--- config.mk ---
export PLATFORM = sky130hd
export DESIGN_NAME = gpio_port_regs
export DESIGN_NICKNAME = d
export VERILOG_FILES = /design/src/rtl/gpio_regs_pkg.sv /design/src/rtl/gpio_in_sync.sv /design/src/rtl/gpio_lock_seq.sv /design/src/rtl/gpio_pin_decode.sv /design/src/rtl/gpio_port_regs.sv
export SDC_FILE = /design/constraint.sdc
export NUM_CORES = 1
export LEC_CHECK = 0
export ABC_AREA = 1
export ABC_CLOCK_PERIOD_IN_PS = 5300
export BUFFER_PORTS_ARGS = -buffer_cell sky130_fd_sc_hd__buf_2
export CORE_UTILIZATION = 40
export CTS_CLUSTER_SIZE = 14
export DETAILED_ROUTE_END_ITERATION = 12
export GPL_TIMING_DRIVEN = 0
export PLACE_DENSITY_LB_ADDON = 0.1
export SLEW_MARGIN = 10
export SYNTH_ARGS = -nofsm -noshare
export SYNTH_HDL_FRONTEND = slang
export SYNTH_HIERARCHICAL = 1
export SYNTH_SLANG_ARGS = --single-unit
--- constraint.sdc ---
create_clock -name clk -period 5.3 [get_ports clk]
set_input_delay 1.325 -clock clk [delete_from_list [all_inputs] [get_ports clk]]
set_output_delay 1.325 -clock clk [all_outputs]
set_load 0.005 [all_outputs]
--- src/rtl/gpio_regs_pkg.sv ---
package gpio_regs_pkg;
    localparam int REG_W        = 32;
    localparam int FIELD_W      = 4;
    localparam int PINS_PER_REG = REG_W / FIELD_W;
    localparam int WIDX_W       = 3;
    localparam int KEY_BIT      = 16;
    localparam int CLR_SHIFT    = 16;
    localparam logic [FIELD_W-1:0] CFG_RESET = 4'h4;

    typedef enum logic [WIDX_W-1:0] {
        A_CFG_LO = 3'd0,
        A_CFG_HI = 3'd1,
        A_IN     = 3'd2,
        A_OUT    = 3'd3,
        A_SETCLR = 3'd4,
        A_BITCLR = 3'd5,
        A_LOCK   = 3'd6
    } reg_idx_e;
endpackage

--- src/rtl/gpio_in_sync.sv ---
module gpio_in_sync #(
    parameter int W      = 16,
    parameter int STAGES = 2
) (
    input  logic         clk,
    input  logic         rst_n,
    input  logic [W-1:0] d,
    output logic [W-1:0] q
);
    logic [W-1:0] stg_q [STAGES];

    generate
        for (genvar s = 0; s < STAGES; s++) begin : g_stage
            if (s == 0) begin : g_first
                always_ff @(posedge clk or negedge rst_n) begin
                    if (!rst_n) stg_q[0] <= '0;
                    else        stg_q[0] <= d;
                end
            end else begin : g_next
                always_ff @(posedge clk or negedge rst_n) begin
                    if (!rst_n) stg_q[s] <= '0;
                    else        stg_q[s] <= stg_q[s-1];
                end
            end
        end
    endgenerate

    assign q = stg_q[STAGES-1];
endmodule

--- src/rtl/gpio_lock_seq.sv ---
module gpio_lock_seq #(
    parameter int NPIN = 16
) (
    input  logic            clk,
    input  logic            rst_n,
    input  logic            acc_i,
    input  logic            wr_i,
    input  logic            lock_sel_i,
    input  logic            key_i,
    input  logic [NPIN-1:0] mask_i,
    output logic            locked_o,
    output logic [NPIN-1:0] mask_o
);
    typedef enum logic [1:0] {L_IDLE, L_ARM1, L_ARM2, L_DONE} lk_state_e;
    typedef struct packed {
        lk_state_e       st;
        logic [NPIN-1:0] mask;
    } lk_t;

    lk_t lk_d, lk_q;
    logic lock_wr;

    assign lock_wr = acc_i && wr_i && lock_sel_i;

    always_comb begin
        lk_d = lk_q;
        if (acc_i) begin
            case (lk_q.st)
                L_IDLE: if (lock_wr && key_i) begin
                    lk_d.st   = L_ARM1;
                    lk_d.mask = mask_i;
                end
                L_ARM1: lk_d.st = (lock_wr && !key_i && mask_i == lk_q.mask) ? L_ARM2 : L_IDLE;
                L_ARM2: lk_d.st = (lock_wr &&  key_i && mask_i == lk_q.mask) ? L_DONE : L_IDLE;
                default: lk_d = lk_q;
            endcase
        end
    end

    always_ff @(posedge clk or negedge rst_n) begin
        if (!rst_n) lk_q <= '{st: L_IDLE, mask: '0};
        else        lk_q <= lk_d;
    end

    assign locked_o = (lk_q.st == L_DONE);
    assign mask_o   = locked_o ? lk_q.mask : '0;


    lock_sticky_chk: assert property (@(posedge clk) disable iff (!rst_n)
        locked_o |=> (locked_o && $stable(mask_o)));


    lock_entry_chk: assert property (@(posedge clk) disable iff (!rst_n)
        $rose(locked_o) |-> $past(lock_wr && key_i));
endmodule

--- src/rtl/gpio_pin_decode.sv ---
module gpio_pin_decode
    import gpio_regs_pkg::*;
#(
    parameter int NPIN = 16
) (
    input  logic [NPIN*FIELD_W-1:0] cfg_i,
    input  logic [NPIN-1:0]         odr_i,
    output logic [NPIN-1:0]         oe_o,
    output logic [NPIN-1:0]         od_o,
    output logic [NPIN-1:0]         alt_o,
    output logic [NPIN-1:0]         pull_en_o,
    output logic [NPIN-1:0]         pull_up_o
);
    generate
        for (genvar g = 0; g < NPIN; g++) begin : g_pin
            logic [1:0] mode;
            logic [1:0] cnf;
            logic       is_out;
            assign mode         = cfg_i[g*FIELD_W +: 2];
            assign cnf          = cfg_i[g*FIELD_W + 2 +: 2];
            assign is_out       = |mode;
            assign oe_o[g]      = is_out;
            assign od_o[g]      = is_out && cnf[0];
            assign alt_o[g]     = is_out && cnf[1];
            assign pull_en_o[g] = !is_out && (cnf == 2'b10);
            assign pull_up_o[g] = pull_en_o[g] && odr_i[g];
        end
    endgenerate
endmodule

--- src/rtl/gpio_port_regs.sv ---
module gpio_port_regs
    import gpio_regs_pkg::*;
#(
    parameter int NPIN        = 16,
    parameter int SYNC_STAGES = 2
) (
    input  logic              clk,
    input  logic              rst_n,
    input  logic              bus_sel,
    input  logic              bus_wr,
    input  logic [WIDX_W-1:0] bus_addr,
    input  logic [REG_W-1:0]  bus_wdata,
    output logic [REG_W-1:0]  bus_rdata,
    input  logic [NPIN-1:0]   pin_in,
    output logic [NPIN-1:0]   pin_out,
    output logic [NPIN-1:0]   pin_oe,
    output logic [NPIN-1:0]   pin_od,
    output logic [NPIN-1:0]   pin_alt,
    output logic [NPIN-1:0]   pin_pull_en,
    output logic [NPIN-1:0]   pin_pull_up
);
    localparam int CFG_BITS = NPIN * FIELD_W;
    localparam int PAD_W    = 2 * REG_W;

    typedef struct packed {
        logic [CFG_BITS-1:0] cfg;
        logic [NPIN-1:0]     odr;
    } port_t;

    port_t st_d, st_q;
    logic               wr_hit;
    logic               locked;
    logic [NPIN-1:0]    lock_mask;
    logic [NPIN-1:0]    in_sync;
    logic [PAD_W-1:0]   cfg_pad;
    logic [CFG_BITS-1:0] lk_fld;
    logic               hi_sel;
    logic [NPIN-1:0]    set_bits, clr_bits;

    assign wr_hit   = bus_sel && bus_wr;
    assign hi_sel   = (bus_addr == A_CFG_HI);
    assign set_bits = bus_wdata[NPIN-1:0];
    assign clr_bits = bus_wdata[CLR_SHIFT +: NPIN];

    gpio_in_sync #(.W(NPIN), .STAGES(SYNC_STAGES)) u_sync (
        .clk (clk), .rst_n (rst_n), .d (pin_in), .q (in_sync)
    );

    gpio_lock_seq #(.NPIN(NPIN)) u_lock (
        .clk        (clk),
        .rst_n      (rst_n),
        .acc_i      (bus_sel),
        .wr_i       (bus_wr),
        .lock_sel_i (bus_addr == A_LOCK),
        .key_i      (bus_wdata[KEY_BIT]),
        .mask_i     (bus_wdata[NPIN-1:0]),
        .locked_o   (locked),
        .mask_o     (lock_mask)
    );

    gpio_pin_decode #(.NPIN(NPIN)) u_dec (
        .cfg_i     (st_q.cfg),
        .odr_i     (st_q.odr),
        .oe_o      (pin_oe),
        .od_o      (pin_od),
        .alt_o     (pin_alt),
        .pull_en_o (pin_pull_en),
        .pull_up_o (pin_pull_up)
    );

    // next-state
    always_comb begin
        st_d = st_q;
        if (wr_hit) begin
            case (bus_addr)
                A_CFG_LO, A_CFG_HI: begin
                    for (int g = 0; g < NPIN; g++) begin
                        if (!lock_mask[g] && ((g >= PINS_PER_REG) == hi_sel))
                            st_d.cfg[g*FIELD_W +: FIELD_W] =
                                bus_wdata[(g % PINS_PER_REG)*FIELD_W +: FIELD_W];
                    end
                end
                A_OUT:    st_d.odr = set_bits;
                A_SETCLR: st_d.odr = (st_q.odr & ~clr_bits) | set_bits;
                A_BITCLR: st_d.odr = st_q.odr & ~set_bits;
                default:  st_d = st_q;
            endcase
        end
    end

    always_ff @(posedge clk or negedge rst_n) begin
        if (!rst_n) begin
            st_q.cfg <= {NPIN{CFG_RESET}};
            st_q.odr <= '0;
        end else begin
            st_q <= st_d;
        end
    end

    // read path
    assign cfg_pad = PAD_W'(st_q.cfg);

    always_comb begin
        bus_rdata = '0;
        if (bus_sel) begin
            case (bus_addr)
                A_CFG_LO: bus_rdata = cfg_pad[REG_W-1:0];
                A_CFG_HI: bus_rdata = cfg_pad[PAD_W-1:REG_W];
                A_IN:     bus_rdata = REG_W'(in_sync);
                A_OUT:    bus_rdata = REG_W'(st_q.odr);
                A_LOCK:   bus_rdata = {15'd0, locked, 16'(lock_mask)};
                default:  bus_rdata = '0;
            endcase
        end
    end

    assign pin_out = st_q.odr;

    generate
        for (genvar g = 0; g < NPIN; g++) begin : g_lkf
            assign lk_fld[g*FIELD_W +: FIELD_W] = {FIELD_W{lock_mask[g]}};
        end
    endgenerate


    setclr_set_chk: assert property (@(posedge clk) disable iff (!rst_n)
        (wr_hit && bus_addr == A_SETCLR) |=>
            ((pin_out & $past(set_bits)) == $past(set_bits)));


    setclr_clr_chk: assert property (@(posedge clk) disable iff (!rst_n)
        (wr_hit && bus_addr == A_SETCLR) |=>
            ((pin_out & $past(clr_bits & ~set_bits)) == '0));


    bitclr_chk: assert property (@(posedge clk) disable iff (!rst_n)
        (wr_hit && bus_addr == A_BITCLR) |=> ((pin_out & $past(set_bits)) == '0));


    locked_field_chk: assert property (@(posedge clk) disable iff (!rst_n)
        locked |=> ((st_q.cfg & lk_fld) == $past(st_q.cfg & lk_fld)));
endmodule

Yosys cells after proc, flatten, opt, wreduce, memory -nomap -nowiden
Cells that the tools add are included.

word-level totals
  output and inout port bits = 128
  logic and storage cells = 221
  bits in registers = 130
  input port bits = 55

cells by class
  muxes and demuxes = 8
  reduce and logical (&&, ||, !) cells = 159
  equality and inequality tests = 27
  bitwise logic cells = 6

operator list
  cell                  count
  $pmux W32 S5          1
  $logic_and A1 B1 Y1   86
  $reduce_and A3 Y1     18
  $pmux W16 S3          1
  $eq A2 B2 Y1 const B  18
  $reduce_or A2 Y1      17
  $logic_not A1 Y1      33
  $and A16 B16 Y16      2
  $mux W32              1
  $not A16 Y16          2
  $mux W18              1
  $eq A16 B16 Y1        1
  $mux W16              1
  $or A16 B16 Y16       1
  $eq A3 B3 Y1 const B  3
  $eq A3 B2 Y1 const B  2
  $pmux W2 S3           1
  $reduce_bool A3 Y1    2
  $mux W2               2
  $eq A3 B1 Y1 const B  1
  $logic_not A3 Y1      1
  $eq A2 B1 Y1 const B  1
  $logic_not A2 Y1      1
  $ne A2 B1 Y1 const B  1
  other kinds (2)       2

Logic depth before layout (Yosys ltp)
  depth after elaboration = 6
  gate-level depth with buffers = 10
  depth with buffers taken out = 9

Hierarchy
Netlist, hierarchy kept.

modules (own cells, without submodules)
  module           area an instance (sq um)  cells each  instances  seq. area each (sq um)
  gpio_port_regs   4,783.3                   678         1          2,021.9
  gpio_lock_seq    1,291.2                   203         1          450.4
  gpio_pin_decode  1,061.0                   224         1          0.0
  gpio_in_sync     920.9                     48          1          800.8

Worst setup path before layout
OpenSTA, ideal clock, no wires.

  path type = input port to output port
  start = input port bus_addr[0]
  end = output port bus_rdata[11]
  stages on the path = 8
  path buffers = 3
  data required time = 3.975 ns
  arrival time = 2.233 ns
  slack = 1.742 ns
  path through = buf_4 -> inv_2 -> buf_4 -> buf_4 -> nand4_1 -> nand3_1 -> nor2_1 -> nor2_1

between the ends
  longest elaborated chain between the ends = 3
  elaborated cells on any way between the ends = 7
  classes of those cells = eq/ne (4); mux (2); reduce/logical (1)

ends and longest elaborated chain
  item                                        RTL line               RTL
  start: declaration                          gpio_port_regs.sv:11   input logic [WIDX_W-1:0] bus_addr,
  $eq A3 B3 Y1, or another cell as far along  gpio_port_regs.sv:106  case (bus_addr)
  $pmux W32 S5 (*)                            gpio_port_regs.sv:106
  $mux W32 (*)                                gpio_port_regs.sv:105  if (bus_sel) begin
  end: declaration                            gpio_port_regs.sv:13   output logic [REG_W-1:0] bus_rdata,

Every way passes the cells marked *; elsewhere a longest branch is shown, timed or not.

Worst setup path after layout
  start = input port bus_addr[0]
  end = output port bus_rdata[6]

Same word-level chain as after synthesis.

==> results.json <==
{
  "drv_cap": 0,
  "timing.final.crit_share": 0.764,
  "ys_seq_area_frac": 0.406,
  "gr-total-overflow": 0,
  "die_height_um": 144,
  "placed_cell_area_sq_um": 9320,
  "final_area_sq_um": 9960,
  "postRouteAntennaNets": 0,
  "fillers": 2047,
  "synth-seq-cells": 130,
  "rsz0062_at_grt": "false",
  "synth_area_sq_um": 8060,
  "synth-edff-count": 0,
  "initial_utilization": 0.411,
  "root_buffer": "clkbuf_16",
  "finalClockSkew_ps": 10.4,
  "synth.largest_area_cell": "dfrtp_1",
  "ys.flop_type": "dfrtp_1",
  "clock-sinks": 130,
  "routed_wl_um": 24600,
  "worst_pin_slew_ps": 610,
  "yosysWarnings": 6,
  "hold_violations": 0,
  "num_rows": 51,
  "status": "finished clean",
  "area_growth_pct": 23.6,
  "seq_area_sq_um": 3270,
  "pin_count": 183,
  "cts_tree": "built",
  "io_buffers": 179,
  "syn_inst": 1153,
  "grt_max_degree": 71,
  "vias": 7625,
  "clockBufferDepth": 2,
  "fmax_mhz": 247,
  "first_pass_iters": 5,
  "place_ws_ps": 1270,
  "setup_violations": 0,
  "grt_use_total": 0.248,
  "finalSetupTns_ps": 0,
  "fin_crit_ps": 4050,
  "grt_first_pass_wirelength_um": 37800,
  "cts_buffers": 17,
  "place_congestion": 0.892,
  "place_inst": 1598,
  "postCtsSetupRepairBufs": 0,
  "p_per_area_nw_per_um2": 357,
  "stdcell_count": 1630,
  "synth-async-reset-ratio": 1.00,
  "start_kind": "input port",
  "drt-vias-per-instance": 4.68,
  "routedWlPerCell_um": 15.1,
  "synth_top_area_frac": 0.354,
  "die_area_sq_um": 20700,
  "syn_area_per_cell_sq_um": 6.99,
  "htreeDepth": 4,
  "path_class": "in2out",
  "slew-limit-headroom": 0.594,
  "grt_pass1_vias": 6739,
  "timing.hold.ws_ps": 346,
  "hold_path.class": "reg2reg",
  "clk_latency_ps": 430,
  "synth.distinct_cells": 33,
  "die_w_um": 144,
  "clk_pin_slew_ps": 60,
  "slew_violations": 0,
  "ctsHoldBuffers": 0,
  "cp_data_required_time_ps": 3970,
  "endpoint_kind": "primary output",
  "fin_nets": 1411,
  "syn_nets": 1212,
  "drive_gt1_frac": 0.278,
  "leakagePower_nw": 5.52,
  "cts_resized": 0,
  "drtIter0Drc": 589,
  "peakVddDrop_mv": 0.236,
  "synth_area_leaders": "dfrtp_1, nand2_1, inv_1",
  "multiInputGateArea_sq_um": 3490,
  "path_max_fanout": 10,
  "coreArea_sq_um": 19600,
  "worstPathArrival_ps": 2720,
  "n_antenna_cell": 0,
  "fin_ws_ps": 1250,
  "hpwlAfterDp_um": 19400,
  "grt_antenna_before_repair": 0,
  "drc": 0
}
==> logic make-up after synthesis <==
logic type | Yosys count | synth area share
simple gates | 618 | 0.349
buf+inv | 284 | 0.160
flops | 130 | 0.406
compound gates | 115 | 0.0753
fa+ha+maj | 4 | 0.00621
xor+xnor | 1 | 0.00109
mux | 1 | 0.00186
==> synth_stat cells (5+ instances only) <==
library cell  count
nand2_1         310
inv_1           208
dfrtp_1         114
nor2_1           98
nand3_1          93
o21ai_0          76
nor2_2           50
buf_4            37
nand4_1          33
nand2_2          23
a21oi_1          17
dfstp_2          16
o21ai_1          15
buf_2            11
clkbuf_1          8
buf_1             6
buf_6             6
o21ai_2           5
==> layer usage <==
layer	global-route usage	up-vias	part of all wire
li1	-	3899	-
met5	0	-	0
met4	0.102	0	0.030
met3	0.0430	36	0.061
met2	0.382	241	0.45
met1	0.343	3449	0.46
==> critical path, stage by stage <==
cell and delay, ps:
buf_4 190, inv_2 100, nand3_1 150, clkbuf_1 340, o21ai_0 130, nor2_1 270
nor2_1 70, buf_2 140
==> report_power, final <==
part | switching (mW) | total [mW] | internal (mW)
logic | 0.484 | 0.862 | 0.377
clock network | 0.474 | 1.28 | 0.806
registers | 0.226 | 1.41 | 1.19
==> sequential cells by signal, indices dropped and copies added, names as in the netlist <==
register	count
cfg_pad	64
u_lock/lk_q	18
pin_out	16
u_sync/stg_q	16
u_sync/q	16
==> final timing paths <==
path,start,end,slack [ps],cells after the start
worst min-delay path,u_sync/stg_q[19],u_sync/q[3],350,0
worst max register to register,u_lock/lk_q[16],cfg_pad[50],3310,8
worst max-delay path,bus_addr[0],bus_rdata[6],1250,8
min in group asynchronous,rst_n,cfg_pad[60],870,1
max in group asynchronous,rst_n,cfg_pad[14],3650,2
worst min register to register,u_sync/stg_q[19],u_sync/q[3],350,0
==> area by class of cell <==
type,count,share of cell area
Multi-Input combinational cell,739,0.351
Sequential cell,130,0.329
Timing Repair Buffer,180,0.0934
Inverter,214,0.0809
Buffer,70,0.0485
Clock buffer,18,0.0441
Tap cell,265,0.0333
Clock inverter,14,0.0200
==> cells in the final DEF (no fill, tap or decap), types with 3 or more instances in the layout <==
| master | instances |
|---|---|
| a21oi_1 | 17 |
| buf_1 | 6 |
| buf_2 | 189 |
| buf_4 | 37 |
| buf_6 | 7 |
| bufinv_16 | 4 |
| clkbuf_1 | 8 |
| clkbuf_16 | 17 |
| dfrtp_1 | 114 |
| dfstp_2 | 16 |
| ha_1 | 4 |
| inv_1 | 208 |
| inv_2 | 4 |
| inv_6 | 5 |
| nand2_1 | 310 |
| nand2_2 | 23 |
| nand2_4 | 3 |
| nand3_1 | 93 |
| nand4_1 | 33 |
| nor2_1 | 98 |
| nor2_2 | 50 |
| o21ai_0 | 76 |
| o21ai_1 | 15 |
| o21ai_2 | 5 |
==> stage by stage <==
| stage | utilization | power (mW) |
|---|---|---|
| 2_1_floorplan | - | 1.93 |
| 3_3_place_gp | 0.474 | 2.27 |
| 3_5_place_dp | 0.476 | 2.29 |
| 4_1_cts | 0.508 | 3.58 |
| 5_1_grt | 0.508 | 3.78 |
| 6_report | 0.508 | 3.55 |
No activity file was read; power rests on OpenSTA's default activity.
